File: src/rtl/pgc_pkg.sv
// Shared types and helpers for the power partition gate controller.
package pgc_pkg;

    // Register targeted by a bus access.
    typedef enum logic [2:0] {
        SEL_NONE,
        SEL_TOGGLE,
        SEL_CLAMP,
        SEL_STATUS,
        SEL_GFX
    } reg_sel_e;

    // Mask bit that releases a given partition. The two crossed partitions
    // trade bits; every other partition uses its own id.
    function automatic int unsigned clamp_bit_for(input int unsigned part,
                                                  input int unsigned a,
                                                  input int unsigned b);
        if (part == a) return b;
        if (part == b) return a;
        return part;
    endfunction

endpackage

File: src/rtl/pgc_bus_decode.sv
// Bus write decoder.
// Turns one write into the per-partition toggle and release strobes, and
// into the two error pulses.
// Assumes at most one write per cycle. Bit 8 is the start flag of a toggle.
// Bits 7:0 carry the partition id.
module pgc_bus_decode #(
    parameter int unsigned NUM_PART   = 7,
    parameter int unsigned ADDR_W     = 12,
    parameter int unsigned DATA_W     = 32,
    parameter logic [ADDR_W-1:0] OFS_TOGGLE = 12'h030,
    parameter logic [ADDR_W-1:0] OFS_CLAMP  = 12'h034,
    parameter logic [ADDR_W-1:0] OFS_GFX    = 12'h2D4,
    parameter int unsigned SWAP_A     = 3,
    parameter int unsigned SWAP_B     = 4,
    parameter int unsigned GFX_ID     = 1,
    parameter bit          GFX_ALT_EN = 1'b1
) (
    input  logic                wr_en,
    input  logic [ADDR_W-1:0]   addr,
    input  logic [DATA_W-1:0]   wdata,
    input  logic                busy,
    output logic [NUM_PART-1:0] toggle_sel,
    output logic [NUM_PART-1:0] release_sel,
    output logic                range_err,
    output logic                busy_err
);
    localparam int unsigned ID_W      = 8;
    localparam int unsigned START_BIT = 8;
    localparam logic [ID_W:0] PART_LIM = (ID_W+1)'(NUM_PART);

    pgc_pkg::reg_sel_e sel;
    logic [ID_W-1:0]   cmd_id;
    logic              toggle_cmd;
    logic              in_range;
    logic              toggle_fire;
    logic              clamp_wr;
    logic              gfx_hit;

    // Classify the written offset.
    always_comb begin
        sel = pgc_pkg::SEL_NONE;
        if (addr == OFS_TOGGLE)                   sel = pgc_pkg::SEL_TOGGLE;
        else if (addr == OFS_CLAMP)               sel = pgc_pkg::SEL_CLAMP;
        else if (GFX_ALT_EN && addr == OFS_GFX)   sel = pgc_pkg::SEL_GFX;
    end

    assign cmd_id      = wdata[ID_W-1:0];
    assign in_range    = {1'b0, cmd_id} < PART_LIM;
    assign toggle_cmd  = wr_en && (sel == pgc_pkg::SEL_TOGGLE) && wdata[START_BIT];
    assign range_err   = toggle_cmd && !in_range;
    assign busy_err    = toggle_cmd && in_range && busy;
    assign toggle_fire = toggle_cmd && in_range && !busy;
    assign clamp_wr    = wr_en && (sel == pgc_pkg::SEL_CLAMP);
    assign gfx_hit     = wr_en && (sel == pgc_pkg::SEL_GFX) && (wdata == '0);

    // One toggle strobe and one release strobe per partition.
    for (genvar i = 0; i < NUM_PART; i++) begin : g_part
        localparam int unsigned SRC = pgc_pkg::clamp_bit_for(i, SWAP_A, SWAP_B);
        assign toggle_sel[i] = toggle_fire && (cmd_id == ID_W'(i));
        if (GFX_ALT_EN && i == GFX_ID) begin : g_gfx
            assign release_sel[i] = (clamp_wr && wdata[SRC]) || gfx_hit;
        end else begin : g_plain
            assign release_sel[i] = clamp_wr && wdata[SRC];
        end
    end

endmodule

File: src/rtl/pgc_partition.sv
// State of one power partition: switch target, acknowledged power state
// and isolation clamp.
// Assumes a toggle strobe only arrives while the partition is settled.
// A release has effect only while the target is on.
module pgc_partition (
    input  logic clk,
    input  logic rst_n,
    input  logic toggle_hit,
    input  logic release_hit,
    input  logic switch_ack,
    output logic target,
    output logic powered,
    output logic clamp,
    output logic pending
);
    assign pending = target != powered;

    // Target follows the toggle: invert the settled power state.
    always_ff @(posedge clk) begin
        if (!rst_n)          target <= 1'b0;
        else if (toggle_hit) target <= !powered;
    end

    // Power state takes the target once the switch acknowledges it.
    always_ff @(posedge clk) begin
        if (!rst_n)                               powered <= 1'b0;
        else if (pending && switch_ack == target) powered <= target;
    end

    // Clamp rises on an accepted off request and drops on a release while on.
    always_ff @(posedge clk) begin
        if (!rst_n)                        clamp <= 1'b1;
        else if (toggle_hit && powered)    clamp <= 1'b1;
        else if (release_hit && target)    clamp <= 1'b0;
    end

endmodule

File: src/rtl/pgc_readback.sv
// Registered read port.
// Returns the power status word for the status offset and zero for every
// other offset. Data is valid in the cycle after rd_en.
module pgc_readback #(
    parameter int unsigned NUM_PART = 7,
    parameter int unsigned ADDR_W   = 12,
    parameter int unsigned DATA_W   = 32,
    parameter logic [ADDR_W-1:0] OFS_STATUS = 12'h038
) (
    input  logic                clk,
    input  logic                rst_n,
    input  logic                rd_en,
    input  logic [ADDR_W-1:0]   addr,
    input  logic [NUM_PART-1:0] status,
    output logic [DATA_W-1:0]   rdata
);
    // Capture the status word on a status read, otherwise return zero.
    always_ff @(posedge clk) begin
        if (!rst_n) begin
            rdata <= '0;
        end else begin
            rdata <= '0;
            if (rd_en && addr == OFS_STATUS) rdata[NUM_PART-1:0] <= status;
        end
    end

endmodule

File: src/rtl/pwr_partition_ctrl.sv
// Power partition gate controller, top level.
// Decodes bus writes into toggle and clamp-release strobes, keeps one state
// slice per partition and holds the sticky error flags. Only one partition
// may be in transition at a time.
// Assumes NUM_PART <= 32 and DATA_W > 8.
module pwr_partition_ctrl #(
    parameter int unsigned NUM_PART   = 7,
    parameter int unsigned ADDR_W     = 12,
    parameter int unsigned DATA_W     = 32,
    parameter logic [ADDR_W-1:0] OFS_TOGGLE = 12'h030,
    parameter logic [ADDR_W-1:0] OFS_CLAMP  = 12'h034,
    parameter logic [ADDR_W-1:0] OFS_STATUS = 12'h038,
    parameter logic [ADDR_W-1:0] OFS_GFX    = 12'h2D4,
    parameter int unsigned SWAP_A     = 3,
    parameter int unsigned SWAP_B     = 4,
    parameter int unsigned GFX_ID     = 1,
    parameter bit          GFX_ALT_EN = 1'b1
) (
    input  logic                clk,
    input  logic                rst_n,
    input  logic                wr_en,
    input  logic                rd_en,
    input  logic [ADDR_W-1:0]   addr,
    input  logic [DATA_W-1:0]   wdata,
    output logic [DATA_W-1:0]   rdata,
    output logic [NUM_PART-1:0] switch_target,
    input  logic [NUM_PART-1:0] switch_ack,
    output logic [NUM_PART-1:0] clamp,
    output logic                err_range,
    output logic                err_busy
);
    logic [NUM_PART-1:0] toggle_sel;
    logic [NUM_PART-1:0] release_sel;
    logic [NUM_PART-1:0] status_vec;
    logic [NUM_PART-1:0] pending_vec;
    logic                busy;
    logic                range_err;
    logic                busy_err;

    assign busy = |pending_vec;

    pgc_bus_decode #(
        .NUM_PART(NUM_PART), .ADDR_W(ADDR_W), .DATA_W(DATA_W),
        .OFS_TOGGLE(OFS_TOGGLE), .OFS_CLAMP(OFS_CLAMP), .OFS_GFX(OFS_GFX),
        .SWAP_A(SWAP_A), .SWAP_B(SWAP_B), .GFX_ID(GFX_ID), .GFX_ALT_EN(GFX_ALT_EN)
    ) u_decode (
        .wr_en(wr_en), .addr(addr), .wdata(wdata), .busy(busy),
        .toggle_sel(toggle_sel), .release_sel(release_sel),
        .range_err(range_err), .busy_err(busy_err)
    );

    for (genvar i = 0; i < NUM_PART; i++) begin : g_slice
        pgc_partition u_part (
            .clk(clk), .rst_n(rst_n),
            .toggle_hit(toggle_sel[i]), .release_hit(release_sel[i]),
            .switch_ack(switch_ack[i]),
            .target(switch_target[i]), .powered(status_vec[i]),
            .clamp(clamp[i]), .pending(pending_vec[i])
        );
    end

    pgc_readback #(
        .NUM_PART(NUM_PART), .ADDR_W(ADDR_W), .DATA_W(DATA_W), .OFS_STATUS(OFS_STATUS)
    ) u_readback (
        .clk(clk), .rst_n(rst_n), .rd_en(rd_en), .addr(addr),
        .status(status_vec), .rdata(rdata)
    );

    // Sticky error flags, cleared only by reset.
    always_ff @(posedge clk) begin
        if (!rst_n) begin
            err_range <= 1'b0;
            err_busy  <= 1'b0;
        end else begin
            if (range_err) err_range <= 1'b1;
            if (busy_err)  err_busy  <= 1'b1;
        end
    end

endmodule

File: config.mk
export PLATFORM = sky130hd
export DESIGN_NAME = pwr_partition_ctrl
export DESIGN_NICKNAME = d
export VERILOG_FILES = /design/src/rtl/pgc_pkg.sv /design/src/rtl/pgc_bus_decode.sv /design/src/rtl/pgc_partition.sv /design/src/rtl/pgc_readback.sv /design/src/rtl/pwr_partition_ctrl.sv
export SDC_FILE = /design/constraint.sdc
export NUM_CORES = 1
export LEC_CHECK = 0
export BUFFER_PORTS_ARGS = -buffer_cell sky130_fd_sc_hd__clkbuf_2
export CAP_MARGIN = 20
export CELL_PAD_IN_SITES_DETAIL_PLACEMENT = 0
export CELL_PAD_IN_SITES_GLOBAL_PLACEMENT = 1
export CORE_ASPECT_RATIO = 0.8
export CORE_MARGIN = 2
export CORE_UTILIZATION = 30
export CTS_CLUSTER_DIAMETER = 120
export DETAILED_ROUTE_END_ITERATION = 12
export MAX_ROUTING_LAYER = met4
export PLACE_DENSITY = 0.91
export SYNTH_ARGS = -nofsm -noshare
export SYNTH_HDL_FRONTEND = slang
export SYNTH_HIERARCHICAL = 1
export SYNTH_SLANG_ARGS = --single-unit
File: constraint.sdc
create_clock -name clk -period 1.99 [get_ports clk]
set_input_delay 0.0995 -clock clk [delete_from_list [all_inputs] [get_ports clk]]
set_output_delay 0.0995 -clock clk [all_outputs]
set_load 0.005 [all_outputs]
==> flow_metrics.env <==
export IMPL_h_tree_depth=2
export IMPL_cp_num_buf_inv=2
export IMPL_final_common_cell="clkbuf_2"
export IMPL_yosys_register_bits=30
export IMPL_fin_crit_ns=1.863
export IMPL_clock_latency_ns=0.28
export IMPL_numCtsBuffers=5
export IMPL_cp_arrival_ns=2.03
export IMPL_place_detailed_hpwl_mm=3.651
export IMPL_drtAntennaViolNets=0
export IMPL_cp_slowest_stage_delay_ns=0.34
export IMPL_drt_iter0_markers=80
export IMPL_crit_family="simple AND/OR/NAND/NOR gates"
export IMPL_tns_ns=0
export IMPL_postCtsSetupBuffers=0
export IMPL_num_fill_cells=567
export IMPL_dr_pass1_iters=4
export IMPL_hold_viol_final=0
export IMPL_ios=103
export IMPL_die_w_um=87.93
export IMPL_cts_num_sinks=30
export IMPL_root_buffer="clkbuf_8"
export IMPL_vias_per_cell=4.543
export IMPL_start_kind="flip-flop"
export IMPL_synthToLayoutAreaGrowth_pct=36.94
export IMPL_coreArea_um2=5435
export IMPL_cts_hold_buf=0
export IMPL_cap_violations=0
export IMPL_final_cell_mix="clkbuf_2, dfxtp_1, conb_1"
export IMPL_required_ns=2.16
export IMPL_powerDensity_nw_per_um2=525.9
export IMPL_start_util=0.3110
export IMPL_synth_avg_cell_area_um2=8.624
export IMPL_crit_start="g_slice[4].u_part/powered"
export IMPL_diodes=0
export IMPL_r2r_start="g_slice[4].u_part/powered"
export IMPL_grt_pass1_wl_mm=6.679
export IMPL_rsz0062_at_grt="no"
export IMPL_end_kind="flip-flop"
export IMPL_port_buffers=77
export IMPL_dp_slack_ns=0.01899
export IMPL_critPathSlowestCell="nor4_1"
export IMPL_critPathMaxFanout=4
export IMPL_grt_max_degree=11
export IMPL_gp_congestion=0.8092
export IMPL_status="completed"
export IMPL_setup_viol=0
export IMPL_worstHoldStart="switch_ack[4]"
export IMPL_max_freq_mhz=536.7
export IMPL_synthCells=196
export IMPL_die_h_um=71.14
export IMPL_drive_gt1_frac=0.3926
export IMPL_slew_violations=0
export IMPL_synthArstFlopShare=0
export IMPL_hold_slack_ns=0.05886
export IMPL_yosysWarnings=6
export IMPL_rows=24
export IMPL_drcViolationCount=0
export IMPL_routed_wl_mm=4.445
export IMPL_vias=1708
export IMPL_fin_skew_ns=0.005530
export IMPL_clk_pin_slew_ns=0.07
export IMPL_irDropWorstVdd_mv=0.3439
export IMPL_power_leakage_nw=1.092
export IMPL_syn_area_um2=1690
export IMPL_cts_path_max_buffers=2
export IMPL_grt_overflow_total=0
export IMPL_hold_path_class="in -> reg"
export IMPL_nNetsFinal=352
export IMPL_die_area_um2=6255
export IMPL_antenna_found_initial=0
export IMPL_synth_top_flop_cell="dfxtp_1"
export IMPL_fin_util=0.4259
export IMPL_grt_pass1_vias=1514
export IMPL_grt_util_all_layers=0.1410
export IMPL_worst_setup_path_type="reg -> reg"
export IMPL_routedWlPerCell_um=11.82
export IMPL_ys_types=34
export IMPL_finalPower_mw=1.217
export IMPL_synth_edf_count=0
export IMPL_fin_ws_ns=0.1267
export IMPL_yosysSeqAreaShare=0.3553
export IMPL_post_route_period_util=0.9363
export IMPL_cp_cell_sequence="xor2_1, nor4_1, nand2_1, buf_4, nor4_1, buf_4, nand2b_1, a21oi_1"
export IMPL_cts_tree="done"
-- cells by family after synthesis --
| logic type | count (synthesis) | share of synthesized area |
|---|---|---|
| compound gates | 32 | 0.1214 |
| buf+inv | 36 | 0.1362 |
| simple gates | 90 | 0.3487 |
| xor+xnor | 7 | 0.03627 |
| other cells | 1 | 0.002218 |
| flops | 30 | 0.3553 |
-- power breakdown --
| part | internal, mW | switching, mW |
|---|---|---|
| logic | 0.0521 | 0.0621 |
| clock network | 0.279 | 0.224 |
| registers | 0.600 | 0.00000113 |
| total | 0.931 | 0.286 |
-- state kept, by name (all words and copies together) (netlist names) --
name,count
g_slice.u_part/clamp,7
err_range,1
g_slice.u_part/target,7
g_slice.u_part/powered,7
u_readback/rdata,7
err_busy,1
-- tightest hold or removal path: stages --
cell      delay, ns
clkbuf_2       0.09
nand2_1        0.06
a21oi_1        0.05
-- through the flow --
stage,instances,cell area (um2)
after floorplan,220,1780
after global placement,368,2217
after detailed placement,368,2217
after CTS,376,2308
after global routing,376,2315
final,376,2315
-- layer usage --
| metal | part of all wire | global-route usage |
|---|---|---|
| met2 | 0.43 | 0.2088 |
| met3 | 0.10 | 0.05018 |
| met4 | 0 | 0.02564 |
| met5 | 0 | - |
| met1 | 0.47 | 0.1874 |
-- final timing paths --
path	endpoint	slack (ns)	cells after the start
max	g_slice[1].u_part/target	0.13	8
min	g_slice[4].u_part/powered	0.06	3
max reg2reg	g_slice[1].u_part/target	0.13	8
min reg2reg	err_range	0.48	1
-- final cells by class --
cell class,count,area [um2],share of cell area
Timing Repair Buffer,97,535.5,0.2314
Sequential cell,30,600.6,0.2595
Inverter,9,33.78,0.01459
Tap cell,78,97.59,0.04216
Multi-Input combinational cell,154,955.9,0.4130
Clock inverter,1,5.005,0.002162
Clock buffer,7,86.33,0.03730
-- synth_stat cells, types with 2 or more instances --
| cell | instances | area, um2 |
|---|---|---|
| dfxtp_1 | 30 | 600.6 |
| buf_4 | 25 | 187.7 |
| nor4_1 | 21 | 131.4 |
| nand2_1 | 19 | 71.32 |
| nand2b_1 | 16 | 100.1 |
| a21oi_1 | 14 | 70.07 |
| inv_1 | 9 | 33.78 |
| a221o_1 | 7 | 70.07 |
| o21ai_0 | 7 | 35.03 |
| or3b_2 | 7 | 61.31 |
| xor2_1 | 7 | 61.31 |
| and2_1 | 6 | 37.54 |
| nor3_1 | 3 | 15.01 |
| nand4b_1 | 2 | 17.52 |
| nor2_1 | 2 | 7.510 |
| o21a_1 | 2 | 15.01 |
| or4b_1 | 2 | 20.02 |
-- timing repair --
item	in CTS	in global routing
resized for setup	0	1
endpoints found under the hold margin	0	0
setup endpoints to repair	0	1
Power figures use the tool's default switching activity.
